==> src/rtl/tsc_seq_pkg.sv <==
package tsc_seq_pkg;

    // Length of a command on the wire, start bit included
    localparam int WORD_W    = 8;
    // Clocks a frame needs beyond the resolved bit count
    localparam int FRAME_PAD = 3;
    // Receive count at which acquisition begins (falling edge of clock 5)
    localparam int ACQ_EDGE  = WORD_W - FRAME_PAD;
    localparam int CNT_W     = $clog2(WORD_W + 1);

    // Command payload after the start bit, first received bit at the top
    typedef struct packed {
        logic [2:0] chan;
        logic       mode8;
        logic       single;
        logic [1:0] pd;
    } ctrl_t;

    typedef enum logic {
        SAR_IDLE = 1'b0,
        SAR_RUN  = 1'b1
    } sar_phase_e;

    // Rising edges to skip after a command before a start bit counts
    function automatic int hold_len(input int res_bits);
        return res_bits + FRAME_PAD - WORD_W;
    endfunction

endpackage

==> src/rtl/tsc_cmd_rx.sv <==
module tsc_cmd_rx
    import tsc_seq_pkg::*;
#(
    parameter int RES_W = 12,
    parameter int LO_W  = 8
) (
    input  logic             dclk,
    input  logic             rst,
    input  logic             cs_n,
    input  logic             din,
    output logic             word_valid,
    output ctrl_t            cfg,
    output logic [CNT_W-1:0] bit_cnt
);

    localparam int SH_W      = WORD_W - 1;
    localparam int HOLD_HI_I = hold_len(RES_W);
    localparam int HOLD_LO_I = hold_len(LO_W);
    localparam int HOLD_W    = $clog2(HOLD_HI_I + 1);
    localparam logic [HOLD_W-1:0] HOLD_HI  = HOLD_W'(HOLD_HI_I);
    localparam logic [HOLD_W-1:0] HOLD_LO  = HOLD_W'(HOLD_LO_I);
    localparam logic [CNT_W-1:0]  LAST_CNT = CNT_W'(WORD_W - 1);

    logic [CNT_W-1:0]  cnt_q;
    logic [HOLD_W-1:0] hold_q;
    logic [SH_W-1:0]   sh_q;
    logic [SH_W-1:0]   sh_nxt;
    ctrl_t             nxt_cfg;
    logic              wv_q;
    ctrl_t             cfg_q;

    assign sh_nxt  = {sh_q[SH_W-2:0], din};
    assign nxt_cfg = ctrl_t'(sh_nxt);

    always_ff @(posedge dclk) begin
        if (rst) begin
            cnt_q  <= '0;
            hold_q <= '0;
            sh_q   <= '0;
            wv_q   <= 1'b0;
            cfg_q  <= '0;
        end else if (cs_n) begin
            // deselect: drop any partial command, keep the last full one
            cnt_q  <= '0;
            hold_q <= '0;
            sh_q   <= '0;
            wv_q   <= 1'b0;
        end else begin
            wv_q <= 1'b0;
            if (cnt_q == '0) begin
                if (hold_q != '0) begin
                    hold_q <= hold_q - 1'b1;
                end else if (din) begin
                    cnt_q <= CNT_W'(1);
                end
            end else begin
                sh_q <= sh_nxt;
                if (cnt_q == LAST_CNT) begin
                    cnt_q  <= '0;
                    wv_q   <= 1'b1;
                    cfg_q  <= nxt_cfg;
                    hold_q <= nxt_cfg.mode8 ? HOLD_LO : HOLD_HI;
                end else begin
                    cnt_q <= cnt_q + 1'b1;
                end
            end
        end
    end

    assign word_valid = wv_q;
    assign cfg        = cfg_q;
    assign bit_cnt    = cnt_q;

    // during the lock-out window no start bit is taken
    p_hold_blocks_start_r8: assert property (@(posedge dclk) disable iff (rst || cs_n)
        (cnt_q == '0 && hold_q != '0) |=> (cnt_q == '0));

    // settings move only when a whole command has just landed
    p_cfg_on_full_word_r10: assert property (@(posedge dclk) disable iff (rst)
        !$stable(cfg_q) |-> wv_q);

    // a completed command always leaves the receiver idle
    p_word_returns_idle_r2: assert property (@(posedge dclk) disable iff (rst || cs_n)
        wv_q |-> (cnt_q == '0));

endmodule

==> src/rtl/tsc_sar_core.sv <==
module tsc_sar_core
    import tsc_seq_pkg::*;
#(
    parameter int RES_W = 12,
    parameter int LO_W  = 8
) (
    input  logic             dclk,
    input  logic             rst,
    input  logic             cs_n,
    input  logic             word_valid,
    input  logic             mode8,
    input  logic [CNT_W-1:0] bit_cnt,
    input  logic             comp,
    output logic             busy,
    output logic             dout,
    output logic             track,
    output logic             done,
    output logic [RES_W-1:0] dac_code,
    output logic [RES_W-1:0] result
);

    localparam int               DROP     = RES_W - LO_W;
    localparam logic [RES_W-1:0] MSB_MASK = {1'b1, {(RES_W-1){1'b0}}};
    localparam logic [RES_W-1:0] END_HI   = RES_W'(1);
    localparam logic [RES_W-1:0] END_LO   = RES_W'(1) << DROP;
    localparam logic [CNT_W-1:0] ACQ_CNT  = CNT_W'(ACQ_EDGE);

    sar_phase_e       phase_q;
    logic [RES_W-1:0] mask_q;
    logic [RES_W-1:0] code_q;
    logic [RES_W-1:0] res_q;
    logic [RES_W-1:0] kept;
    logic             m8_q;
    logic             busy_q;
    logic             dout_q;
    logic             track_q;
    logic             done_q;
    logic             last_bit;

    assign kept     = comp ? (code_q | mask_q) : code_q;
    assign last_bit = (mask_q == (m8_q ? END_LO : END_HI));

    always_ff @(negedge dclk) begin
        if (rst || cs_n) begin
            phase_q <= SAR_IDLE;
            mask_q  <= '0;
            code_q  <= '0;
            res_q   <= '0;
            m8_q    <= 1'b0;
            busy_q  <= 1'b0;
            dout_q  <= 1'b0;
            track_q <= 1'b0;
            done_q  <= 1'b0;
        end else begin
            busy_q <= 1'b0;
            dout_q <= 1'b0;
            done_q <= 1'b0;
            if (bit_cnt == ACQ_CNT) begin
                track_q <= 1'b1;
            end
            if (word_valid) begin
                // hold instant: stop tracking, mark busy, arm first trial
                track_q <= 1'b0;
                busy_q  <= 1'b1;
                phase_q <= SAR_RUN;
                mask_q  <= MSB_MASK;
                code_q  <= '0;
                m8_q    <= mode8;
            end else if (phase_q == SAR_RUN) begin
                dout_q <= comp;
                code_q <= kept;
                mask_q <= mask_q >> 1;
                if (last_bit) begin
                    phase_q <= SAR_IDLE;
                    mask_q  <= '0;
                    done_q  <= 1'b1;
                    res_q   <= m8_q ? (kept >> DROP) : kept;
                end
            end
        end
    end

    assign dac_code = (phase_q == SAR_RUN) ? (code_q | mask_q) : '0;
    assign busy     = busy_q;
    assign dout     = dout_q;
    assign track    = track_q;
    assign done     = done_q;
    assign result   = res_q;

    // the hold marker lasts one clock
    p_busy_one_clock_r4: assert property (@(negedge dclk) disable iff (rst || cs_n)
        busy_q |=> !busy_q);

    // acquisition ends exactly where the hold marker begins
    p_track_into_hold_r3: assert property (@(negedge dclk) disable iff (rst || cs_n)
        $fell(track_q) |-> busy_q);

    // only one trial bit is under test at a time
    p_trial_onehot_r6: assert property (@(negedge dclk) disable iff (rst)
        $onehot0(mask_q));

    // the done strobe is a single clock wide
    p_done_single_r11: assert property (@(negedge dclk) disable iff (rst || cs_n)
        done_q |=> !done_q);

endmodule

==> src/rtl/tsc_seq.sv <==
module tsc_seq
    import tsc_seq_pkg::*;
#(
    parameter int RES_W = 12,
    parameter int LO_W  = 8
) (
    input  logic             rst,
    input  logic             dclk,
    input  logic             cs_n,
    input  logic             din,
    input  logic             comp,
    output logic             dout,
    output logic             dout_en,
    output logic             busy,
    output logic             busy_en,
    output logic             track,
    output logic [RES_W-1:0] dac_code,
    output logic             done,
    output logic [RES_W-1:0] result,
    output logic [2:0]       chan_sel,
    output logic             single_ended,
    output logic [1:0]       pd_mode
);

    logic             word_valid;
    ctrl_t            cfg;
    logic [CNT_W-1:0] bit_cnt;
    logic             busy_q;
    logic             dout_q;

    tsc_cmd_rx #(.RES_W(RES_W), .LO_W(LO_W)) u_rx (
        .dclk       (dclk),
        .rst        (rst),
        .cs_n       (cs_n),
        .din        (din),
        .word_valid (word_valid),
        .cfg        (cfg),
        .bit_cnt    (bit_cnt)
    );

    tsc_sar_core #(.RES_W(RES_W), .LO_W(LO_W)) u_sar (
        .dclk       (dclk),
        .rst        (rst),
        .cs_n       (cs_n),
        .word_valid (word_valid),
        .mode8      (cfg.mode8),
        .bit_cnt    (bit_cnt),
        .comp       (comp),
        .busy       (busy_q),
        .dout       (dout_q),
        .track      (track),
        .done       (done),
        .dac_code   (dac_code),
        .result     (result)
    );

    assign dout_en      = ~cs_n;
    assign busy_en      = ~cs_n;
    assign dout         = dout_q & ~cs_n;
    assign busy         = busy_q & ~cs_n;
    assign chan_sel     = cfg.chan;
    assign single_ended = cfg.single;
    assign pd_mode      = cfg.pd;

    // deselect silences the converter on the following edge
    p_abort_quiet_r9: assert property (@(negedge dclk) disable iff (rst)
        cs_n |=> (!busy_q && !done));

    // no data bit leaves during the hold marker
    p_dout_idle_at_hold_r5: assert property (@(negedge dclk) disable iff (rst || cs_n)
        busy_q |-> !dout_q);

endmodule

==> config.mk <==
export PLATFORM = sky130hd
export DESIGN_NAME = tsc_seq
export DESIGN_NICKNAME = d
export VERILOG_FILES = /design/src/rtl/tsc_seq_pkg.sv /design/src/rtl/tsc_cmd_rx.sv /design/src/rtl/tsc_sar_core.sv /design/src/rtl/tsc_seq.sv
export SDC_FILE = /design/constraint.sdc
export NUM_CORES = 1
export LEC_CHECK = 0
export CAP_MARGIN = 20
export CORE_MARGIN = 5
export CORE_UTILIZATION = 45
export DETAILED_ROUTE_END_ITERATION = 12
export DONT_BUFFER_PORTS = 1
export SLEW_MARGIN = 10
export SYNTH_ARGS = -nofsm -noshare
export SYNTH_HDL_FRONTEND = slang
export SYNTH_SLANG_ARGS = --single-unit
export TNS_END_PERCENT = 5
==> constraint.sdc <==
create_clock -name dclk -period 2.84 [get_ports dclk]
set_input_delay 0 -clock dclk [delete_from_list [all_inputs] [get_ports dclk]]
set_output_delay 0 -clock dclk [all_outputs]
set_load 0.005 [all_outputs]
==> summary.md <==
| Metric | Value |
|---|---|
| Drt pass-1 iters | `4` |
| Crit path kind | `flip-flop to flip-flop` |
| Tot GR Track Use | `17.26%` |
| DP HPWL | `4.087 mm` |
| First-pass GRT wire length | `10.07 mm` |
| Crit path largest cell delay | `0.56 ns` |
| Residual DRC | `0` |
| H-tree Lvls | `3` |
| Largest area contributor in the netlist | `dfxtp_1` |
| Leakage power | `1.151 nW` |
| Mapped Area | `0.002640 mm²` |
| Die height | `86.60 µm` |
| Port-buffer cells | `0` |
| Via density | `5.319` |
| Synth top area cells | `dfxtp_1 48%, a21oi_1 9.9%, nor2_1 8.0%, mux2i_1 6.1%, nand2_1 4.1%` |
| Initial drt markers | `90` |
| Clock Sinks | `63` |
| Max-cap violations | `0` |
| Area delta synth->final | `15.78%` |
| Final std cells w/o fill | `439` |
| Final setup viols | `0` |
| Effective utilization at floorplan | `47.08%` |
| Synth top area share | `47.77%` |
| Post-synthesis register bit count | `63` |
| Status | `completed` |
| Placement Cell Area | `0.002698 mm²` |
| CTS resizes | `0` |
| Commonest cells after routing, fill and taps aside | `63 x dfxtp_1, 56 x nor2_1, 52 x a21oi_1, 50 x inv_1, 29 x nand2_1` |
| Fill cells | `554` |
| Seq/Total Area, Yosys | `47.77%` |
| Final WL | `6.247 mm` |
| Worst-Margin Slew | `0.5429 ns` |
| Vias | `2335` |
| Routability-driven placement congestion ratio | `0.7587` |
| Final Hold Fails | `0` |
| Num CTS Buffers | `9` |
| Worst EP required | `1.72 ns` |
| WL/cell | `14.23 µm` |
| Max Buffers Root-to-Sink | `2` |
| Syn Nets | `330` |
| Die X | `86.60 µm` |
| Setup TNS | `0 ns` |
| Max_slew headroom | `63.81%` |
| Hold Crit Class | `input pin to output port` |
| CP Capture Type | `flip-flop` |
| Vias in the first global route | `2181` |
| Routed Antenna Nets | `0` |
| EDFF count, synth | `0` |
| Synth warn | `0` |
| Worst setup SP type | `flip-flop` |
| RSZ-0062 raised after global routing | `no` |
| Std cell rows | `27` |
| Critical Path AT | `1.64 ns` |
| Final clock skew | `0.05190 ns` |
| Slowest CP cell | `or4_1` |
| Crit-path max FO | `8` |
| Io pins | `41` |
| Share of cells above drive strength 1 | `7.902%` |
| CTS root buf | `clkbuf_8` |
| PwrDens | `601.4 mW/mm²` |
| Max IR drop VDD | `0.3076 mV` |
| Placed Instances | `378` |
| Cell variety after synth | `35` |
| Design Area, Final | `0.003057 mm²` |
| Largest net degree at the start of global routing | `28` |
| Die Footprint | `0.007499 mm²` |
| TritonCTS clock tree | `done` |
| Synth Area per Inst | `8.250 µm²` |
| Core Region | `0.005608 mm²` |
| Most used DFF post-synth | `dfxtp_1` |
| Initial antenna violation count | `0` |
| NumNets Final | `372` |
| Slew Viols, Final | `0` |
| Total grt overflow | `0` |
| Clk slew on worst S/H paths | `0.08 ns` |
| Syn Inst Count | `320` |
| Commonest non-fill, non-tap cell in the layout | `dfxtp_1` |
| Worst path cell trace | `nand2b_1, or4_1, a21oi_1` |
| Async set-reset flop share out of synthesis | `0%` |
| Clock latency on the worst-skew pair | `0.39 ns` |
| Antenna Cells | `0` |
-- critical path, delay by kind of cell, from the launching register on --
| kind | cells | cell delay, ns |
|---|---|---|
| flops | 1 | 0.33 |
| simple gates | 2 | 0.82 |
| compound gates | 1 | 0.14 |
-- report_power, final --
| group | total, W | internal (W) | switching [W] |
|---|---|---|---|
| sequential | 0.000893 | 0.000890 | 0.00000221 |
| clock | 0.000904 | 0.000410 | 0.000493 |
| combinational | 0.0000419 | 0.0000128 | 0.0000291 |
-- per-layer routing --
metal / vias up / global-route usage (%) / routed length [µm]
met4: 0 / 9.348 / 82
met3: 6 / 7.700 / 372
met5: - / 0 / 0
li1: 1181 / - / -
met1: 1088 / 22.58 / 3023
met2: 60 / 23.50 / 2768
-- flip-flops by register name, summed over array words and instances, names as in the netlist --
name	cells
u_sar.busy	1
u_sar.done	1
u_rx.word_valid	1
u_sar.code_q	12
u_rx.bit_cnt	4
u_rx.cfg	7
u_sar.m8_q	1
u_sar.mask_q	12
u_sar.phase_q	1
u_sar.dout	1
u_sar.result	12
u_rx.hold_q	3
u_sar.track	1
u_rx.sh_q	6
-- what timing repair did --
action | CTS | global route
hold endpoints to repair | 10 | 0
hold buffers | 3 | 0
setup buffers | 0 | 0
-- kinds of logic after synthesis --
| kind of cell | after synthesis | share of synthesized area, % |
|---|---|---|
| fa+ha+maj | 5 | 2.370 |
| simple gates | 128 | 22.32 |
| xor+xnor | 2 | 0.6636 |
| buf+inv | 30 | 4.502 |
| mux | 16 | 6.066 |
| compound gates | 76 | 16.30 |
| flops | 63 | 47.77 |
-- area by class of cell --
cell class                      instances  area (µm²)  area share [%]
Sequential cell                        63        1261           41.26
Multi-Input combinational cell        227        1260           41.22
Clock inverter                         48       190.2           6.222
Clock buffer                           10       137.6           4.503
Tap cell                               72       90.09           2.947
Timing Repair Buffer                   11       87.58           2.865
Inverter                                8       30.03          0.9824
-- stage by stage --
step | hold WS, ns | utilization, % | setup WS, ns | power (W)
final | 0.03514 | 54.51 | 0.08630 | 0.001838
after CTS | 0.03595 | 54.42 | 0.08087 | 0.001870
after detailed placement | 0.03596 | 48.10 | 0.08594 | 0.001035
after global routing | 0.03843 | 54.51 | 0.02741 | 0.001960
after floorplan | 0.03023 | - | 0.1590 | 0.001032
after global placement | 0.03724 | 48.10 | 0.1115 | 0.001035
-- worst paths after layout --
| check | depth (start not counted) | end | startpoint | slack [ns] |
|---|---|---|---|---|
| max | 3 | u_sar.result[8] | u_rx.word_valid | 0.09 |
| min | 1 | busy | cs_n | 0.04 |
| max reg2reg | 3 | u_sar.result[8] | u_rx.word_valid | 0.09 |
| min reg2reg | 2 | u_rx.sh_q[5] | u_rx.sh_q[5] | 0.46 |
-- Yosys cell counts, types with 5 or more instances --
cell type and n:
a211oi_1 6, a21oi_1 52, clkbuf_1 15, dfxtp_1 63, ha_1 5, inv_1 9, mux2i_1 16, nand2_1 29
nand3_1 10, nor2_1 56, nor3_1 8, o21ai_0 13, or4_1 5
No activity file was read; power rests on OpenSTA's default activity.
